[src/rtl/adc_sif_pkg.sv]
`timescale 1ns/1ps
// Shared constants and types for the serial converter port.
// Assumes eight input channels plus one common ground return.
package adc_sif_pkg;
    localparam int NUM_CH   = 8;
    localparam int SEL_W    = $clog2(NUM_CH);
    localparam int NEG_W    = $clog2(NUM_CH + 1);
    localparam int COM_CODE = NUM_CH;

    typedef enum logic [1:0] {
        PM_FULL_OFF = 2'b00,
        PM_FAST_OFF = 2'b01,
        PM_REDUCED  = 2'b10,
        PM_NORMAL   = 2'b11
    } pmode_t;

    typedef struct packed {
        logic [SEL_W-1:0] sel;
        logic             uni;
        logic             sgl;
        pmode_t           pm;
    } cfg_t;

    localparam cfg_t CFG_RST = '{sel: '0, uni: 1'b1, sgl: 1'b1, pm: PM_FULL_OFF};
endpackage

[src/rtl/adc_sif_edge.sv]
`timescale 1ns/1ps
// Detects serial clock edges by comparing the input with its last sample.
// Assumes sck is synchronous to clk and stable for at least two cycles per level.
module adc_sif_edge (
    input  logic clk,
    input  logic rst_n,
    input  logic sck,
    output logic rise,
    output logic fall
);
    logic sck_q;

    // Hold the previous serial clock level.
    always_ff @(posedge clk) begin
        if (!rst_n) sck_q <= 1'b0;
        else        sck_q <= sck;
    end

    assign rise = sck & ~sck_q;
    assign fall = ~sck & sck_q;
endmodule

[src/rtl/adc_sif_seq.sv]
`timescale 1ns/1ps
// Frame sequencer: finds the start bit, collects the control word, times the
// acquisition and hold switches, the strobe and the power state.
// Assumes rise and fall are single-cycle pulses that never coincide.
module adc_sif_seq
    import adc_sif_pkg::*;
#(
    parameter int CTRL_BITS = 8,
    parameter int TRACK_BIT = 5,
    parameter int RES_BITS  = 10
) (
    input  logic clk,
    input  logic rst_n,
    input  logic ss_n,
    input  logic pwr_off_n,
    input  logic sdi,
    input  logic rise,
    input  logic fall,
    output cfg_t cfg,
    output logic acq_en,
    output logic hold_neg,
    output logic strb,
    output logic awake,
    output logic load,
    output logic shift_en
);
    localparam int FIELD_W  = CTRL_BITS - 1;
    localparam int STRB_CNT = CTRL_BITS;
    localparam int LSB_CNT  = CTRL_BITS + 1 + RES_BITS;
    localparam int CNT_W    = $clog2(LSB_CNT + 1);

    logic [CNT_W-1:0]   cnt;
    logic [FIELD_W-2:0] ctl_sh;
    logic               active;

    assign active   = !ss_n && pwr_off_n;
    assign load     = active && fall && (cnt == CNT_W'(CTRL_BITS));
    assign shift_en = rise && (cnt > CNT_W'(STRB_CNT)) && (cnt < CNT_W'(LSB_CNT));

    // Count serial rises through the word and result; latch the decoded word.
    always_ff @(posedge clk) begin
        if (!rst_n) begin
            cnt    <= '0;
            ctl_sh <= '0;
            cfg    <= CFG_RST;
            strb   <= 1'b0;
        end else if (!active) begin
            cnt  <= '0;
            strb <= 1'b0;
        end else if (rise) begin
            strb <= (cnt == CNT_W'(STRB_CNT));
            if (cnt == '0 || cnt == CNT_W'(LSB_CNT))
                cnt <= sdi ? CNT_W'(1) : '0;
            else
                cnt <= cnt + CNT_W'(1);
            if (cnt != '0 && cnt < CNT_W'(CTRL_BITS - 1))
                ctl_sh <= {ctl_sh[FIELD_W-3:0], sdi};
            if (cnt == CNT_W'(CTRL_BITS - 1))
                cfg <= cfg_t'({ctl_sh, sdi});
        end
    end

    // Open and close the acquisition and hold switches on falling edges.
    always_ff @(posedge clk) begin
        if (!rst_n || !active) begin
            acq_en   <= 1'b0;
            hold_neg <= 1'b0;
        end else if (fall) begin
            if (cnt == CNT_W'(TRACK_BIT)) acq_en <= 1'b1;
            if (cnt == CNT_W'(CTRL_BITS)) begin
                acq_en   <= 1'b0;
                hold_neg <= 1'b1;
            end
            if (cnt == CNT_W'(LSB_CNT)) hold_neg <= 1'b0;
        end
    end

    // Track the power state: serial clocking wakes, auto-off modes sleep at the end.
    always_ff @(posedge clk) begin
        if (!rst_n || !pwr_off_n)
            awake <= 1'b0;
        else if (!ss_n && rise)
            awake <= 1'b1;
        else if (!ss_n && fall && cnt == CNT_W'(LSB_CNT) && !cfg.pm[1])
            awake <= 1'b0;
    end
endmodule

[src/rtl/adc_sif_shift.sv]
`timescale 1ns/1ps
// Result register: captures the code at hold, applies the polarity format and
// sends it MSB first. Assumes load and shift_en never occur in the same cycle.
module adc_sif_shift #(
    parameter int RES_BITS = 10
) (
    input  logic                clk,
    input  logic                rst_n,
    input  logic                clr,
    input  logic                load,
    input  logic                unipolar,
    input  logic [RES_BITS-1:0] code_in,
    input  logic                rise,
    input  logic                shift_en,
    output logic                sdo_q
);
    logic [RES_BITS-1:0] sh;

    // Load on hold, shift one bit per serial rise, otherwise send zero.
    always_ff @(posedge clk) begin
        if (!rst_n) begin
            sh    <= '0;
            sdo_q <= 1'b0;
        end else if (clr) begin
            sdo_q <= 1'b0;
        end else if (load) begin
            sh <= unipolar ? code_in : {~code_in[RES_BITS-1], code_in[RES_BITS-2:0]};
        end else if (rise) begin
            if (shift_en) begin
                sdo_q <= sh[RES_BITS-1];
                sh    <= {sh[RES_BITS-2:0], 1'b0};
            end else begin
                sdo_q <= 1'b0;
            end
        end
    end
endmodule

[src/rtl/adc_sif.sv]
`timescale 1ns/1ps
// Serial converter port controller top. Decodes the channel pair and drives
// the pad enables. Assumes all serial inputs are synchronous to clk.
module adc_sif
    import adc_sif_pkg::*;
#(
    parameter int RES_BITS  = 10,
    parameter int CTRL_BITS = 8,
    parameter int TRACK_BIT = 5
) (
    input  logic                clk,
    input  logic                rst_n,
    input  logic                ss_n,
    input  logic                sck,
    input  logic                sdi,
    input  logic                pwr_off_n,
    input  logic [RES_BITS-1:0] code_in,
    output logic                sdo,
    output logic                strobe,
    output logic                sdo_oe,
    output logic                acq_en,
    output logic                hold_neg,
    output logic [SEL_W-1:0]    pos_ch,
    output logic [NEG_W-1:0]    neg_ch,
    output logic                unipolar,
    output logic [1:0]          pmode,
    output logic                awake
);
    logic rise, fall, load, shift_en, strb, sdo_q;
    cfg_t cfg;

    adc_sif_edge u_edge (
        .clk(clk), .rst_n(rst_n), .sck(sck), .rise(rise), .fall(fall)
    );

    adc_sif_seq #(
        .CTRL_BITS(CTRL_BITS), .TRACK_BIT(TRACK_BIT), .RES_BITS(RES_BITS)
    ) u_seq (
        .clk(clk), .rst_n(rst_n), .ss_n(ss_n), .pwr_off_n(pwr_off_n), .sdi(sdi),
        .rise(rise), .fall(fall), .cfg(cfg), .acq_en(acq_en), .hold_neg(hold_neg),
        .strb(strb), .awake(awake), .load(load), .shift_en(shift_en)
    );

    adc_sif_shift #(.RES_BITS(RES_BITS)) u_shift (
        .clk(clk), .rst_n(rst_n), .clr(ss_n || !pwr_off_n), .load(load),
        .unipolar(cfg.uni), .code_in(code_in), .rise(rise), .shift_en(shift_en),
        .sdo_q(sdo_q)
    );

    // Channel decode: the negative side is the common return or the pair partner.
    assign pos_ch   = cfg.sel;
    assign neg_ch   = cfg.sgl ? NEG_W'(COM_CODE)
                              : NEG_W'({cfg.sel[SEL_W-1:1], ~cfg.sel[0]});
    assign unipolar = cfg.uni;
    assign pmode    = cfg.pm;

    assign sdo_oe = !ss_n;
    assign sdo    = sdo_q;
    assign strobe = strb;
endmodule

[config.mk]
export PLATFORM = sky130hd
export DESIGN_NAME = adc_sif
export DESIGN_NICKNAME = d
export VERILOG_FILES = /design/src/rtl/adc_sif_pkg.sv /design/src/rtl/adc_sif_edge.sv /design/src/rtl/adc_sif_seq.sv /design/src/rtl/adc_sif_shift.sv /design/src/rtl/adc_sif.sv
export SDC_FILE = /design/constraint.sdc
export NUM_CORES = 1
export LEC_CHECK = 0
export BUFFER_PORTS_ARGS = -buffer_cell sky130_fd_sc_hd__buf_4
export CAP_MARGIN = 40
export CORE_ASPECT_RATIO = 0.7
export CORE_MARGIN = 4
export CORE_UTILIZATION = 45
export DETAILED_ROUTE_END_ITERATION = 8
export PLACE_DENSITY = 0.73
export REMOVE_ABC_BUFFERS = 1
export SLEW_MARGIN = 20
export SYNTH_ARGS = -nofsm -noshare
export SYNTH_HDL_FRONTEND = slang
export SYNTH_SLANG_ARGS = --single-unit
[constraint.sdc]
create_clock -name clk -period 1.9 [get_ports clk]
set_input_delay 0.285 -clock clk [delete_from_list [all_inputs] [get_ports clk]]
set_output_delay 0.285 -clock clk [all_outputs]
set_load 0.02 [all_outputs]
==> out/results.txt <==
share of layout cells above drive strength 1 - 33.0%
asr flop ratio synth - 0%
data required time of the worst path - 2.07 ns
PortBufs - 31
arrival time at the worst endpoint - 1.98 ns
initial antenna violation count - 0
pin count of the biggest net entering global routing - 28
Yosys warnings - 0
Final Critical Period - 1.81 ns
number of global-route vias before repair - 1284
post-route ant nets - 0
GPL Wtd Cong - 0.792
met1 Usage GRT - 20.6%
CTS Sinks - 34
Setup Skew - 0.00432 ns
Die Span Y - 58.8 um
Total Routing Usage GR - 15.9%
IO Pins - 32
worst min path class - in -> reg
Routed WL per cell - 14.3 um
delay-heaviest family, CP - simple AND/OR/NAND/NOR gates
Vias - 1321
met2 Use GR - 25.4%
WL final - 3570 um
met3 usage - 6.27%
crit end category - flip-flop
synthesized area - 1660 sq um
crit path max fanout - 6
average cell area after synthesis - 10.2 sq um
Clk Latency, worst-skew pair - 0.28 ns
floorplan core area - 3540 sq um
grt total ovfl - 0
final setup violation count - 0
Tcrit/Tclk final - 95.2%
dpl hpwl - 2630 um
n_diodes - 0
Yosys cell types - 40
endpoints failing hold - 0
Rows - 18
CTS tree - built
crit path kind - reg -> reg
WP buf/inv - 2
fillers - 315
clk buf depth - 2
Crit path depth - 8
Starting Density - 46.9%
pwr/cell area - 659 nW/um^2
Setup WS pre-CTS - 0.0514 ns
WHS Path Cells - 2
clock transition at the registers of the reported paths - 0.07 ns
maximum vdd ir drop - 0.409 mV
post-route DRC violation count - 0
kind of start point of the critical path - flip-flop
TritonRoute pass-1 iters - 4
Seq/Total Area, Yosys - 41.0%
die width - 80.6 um
Iter 0 DRT Violations - 44
H-tree level count - 2
Via density - 5.28
path depth of the worst reg2reg path - 8
Synth Flop Type - dfxtp_1
Tightest Pin Transition - 0.524 ns
Worst path max stage delay - 0.34 ns
Nets - 218
Die ar. - 4740 sq um
Clock Tree Root - clkbuf_8
hold_ws - 0.251 ns
fmax - 0.553 GHz
Seq cells post-synth - 34
EDFF count, synth - 0
Area growth syn-to-layout - 23.3%
pins over their slew limit - 0
global-route wire length before repair - 5850 um
Most Crowded Layer GR - met2
crit path max-delay cell type - dfxtp_1
leakage - 0.000782 uW
worst setup margin - 0.0915 ns
max_cap viols - 0
Slew headroom - 64.8%
status - finished clean
gate count after technology mapping - 162
CP Cell Sequence - clkinv_1 -> ha_2 -> nor2b_1 -> nor4b_4 -> buf_4 -> o31ai_4 -> a221oi_1 -> nor3b_2
utilization after layout - 57.9%
number of CTS-inserted buffers - 5
[metrics by stage]
step / instances / setup TNS [ns] / total power [uW] / instance area, sq um
after floorplan: 155 / 0 / 765 / 1600
after CTS: 249 / 0 / 1360 / 2030
after global placement: 241 / 0 / 808 / 1930
after detailed placement: 241 / 0 / 810 / 1930
final: 250 / 0 / 1350 / 2050
after global routing: 250 / -0.00523 / 1400 / 2050
[metal layers]
metal | routed length [um] | part of all wire (%)
met1 | 1730 | 49
met2 | 1590 | 45
met3 | 229 | 6.4
met4 | 8 | 0.22
met5 | 0 | 0
[cells by family after synthesis]
family          share of synthesized area (%)
xor+xnor                                 1.58
fa+ha+maj                                2.26
mux                                      10.9
simple gates                             25.0
compound gates                           15.2
buf+inv                                  4.15
flops                                    41.0
[state kept, by name, indices dropped and copies added, names as in the netlist]
register and flops:
u_seq.awake 1, u_shift.sh 10, u_seq.hold_neg 1, u_seq.strb 1
u_seq.acq_en 1, u_seq.ctl_sh 6, u_seq.cnt 5, u_shift.sdo_q 1
u_seq.cfg 7, u_edge.sck_q 1
[layout make-up]
cell class	instances	area, sq um	share of cell area (%)
well taps	50	62.6	3.06
multi-input cells	118	918	44.9
clock inverters	2	12.5	0.612
inverters	3	11.3	0.550
clock buffers	6	82.6	4.04
flip-flops and latches	34	681	33.3
repair buffers	37	278	13.6
[power by group]
group          internal (uW)  leakage [uW]  switching, uW
sequential               714      0.000274           1.35
clock                    291     0.0000472            263
combinational           39.0      0.000461           39.3
[cells in the mapped netlist, types with 4 or more instances]
master | count | area share, %
a21oi_1 | 9 | 2.7
a221oi_1 | 5 | 2.6
buf_6 | 4 | 2.7
dfxtp_1 | 34 | 41
mux2i_1 | 18 | 11
nand2_1 | 11 | 2.5
nand4_1 | 4 | 1.5
nor2_1 | 7 | 1.6
nor2_2 | 5 | 1.9
nor2b_1 | 16 | 6.0
nor3_1 | 4 | 1.2
nor3b_2 | 5 | 3.8
o21ai_0 | 6 | 1.8
[worst paths after layout]
kind,startpoint,endpoint,slack [ns]
worst max-delay path,u_seq.cnt[1],u_shift.sh[7],0.09
worst min-delay path,pwr_off_n,u_seq.awake,0.25
worst max register to register,u_seq.cnt[1],u_shift.sh[7],0.09
worst min register to register,u_seq.strb,u_seq.strb,0.46
[placed cells by master (no fill, tap or decap), types with 2 or more instances in the layout]
cell type	instances
nor3_1	4
nor2_1	7
xor2_1	2
buf_4	37
dfxtp_1	34
clkbuf_8	6
nor2b_1	16
a221oi_1	4
nor2_2	5
nand4_1	4
nand3_1	2
nand2_1	11
and2b_1	2
nor3b_2	5
a21oi_1	9
mux2i_1	18
o21ai_0	6
ha_1	2
a32oi_1	2
[repair_timing]
item	CTS	global route
endpoints found under the setup margin	0	9
setup buffers	0	1
endpoints found under the hold margin	0	0
hold buffers	0	0
resized for setup	0	2
Power figures use the tool's default switching activity.
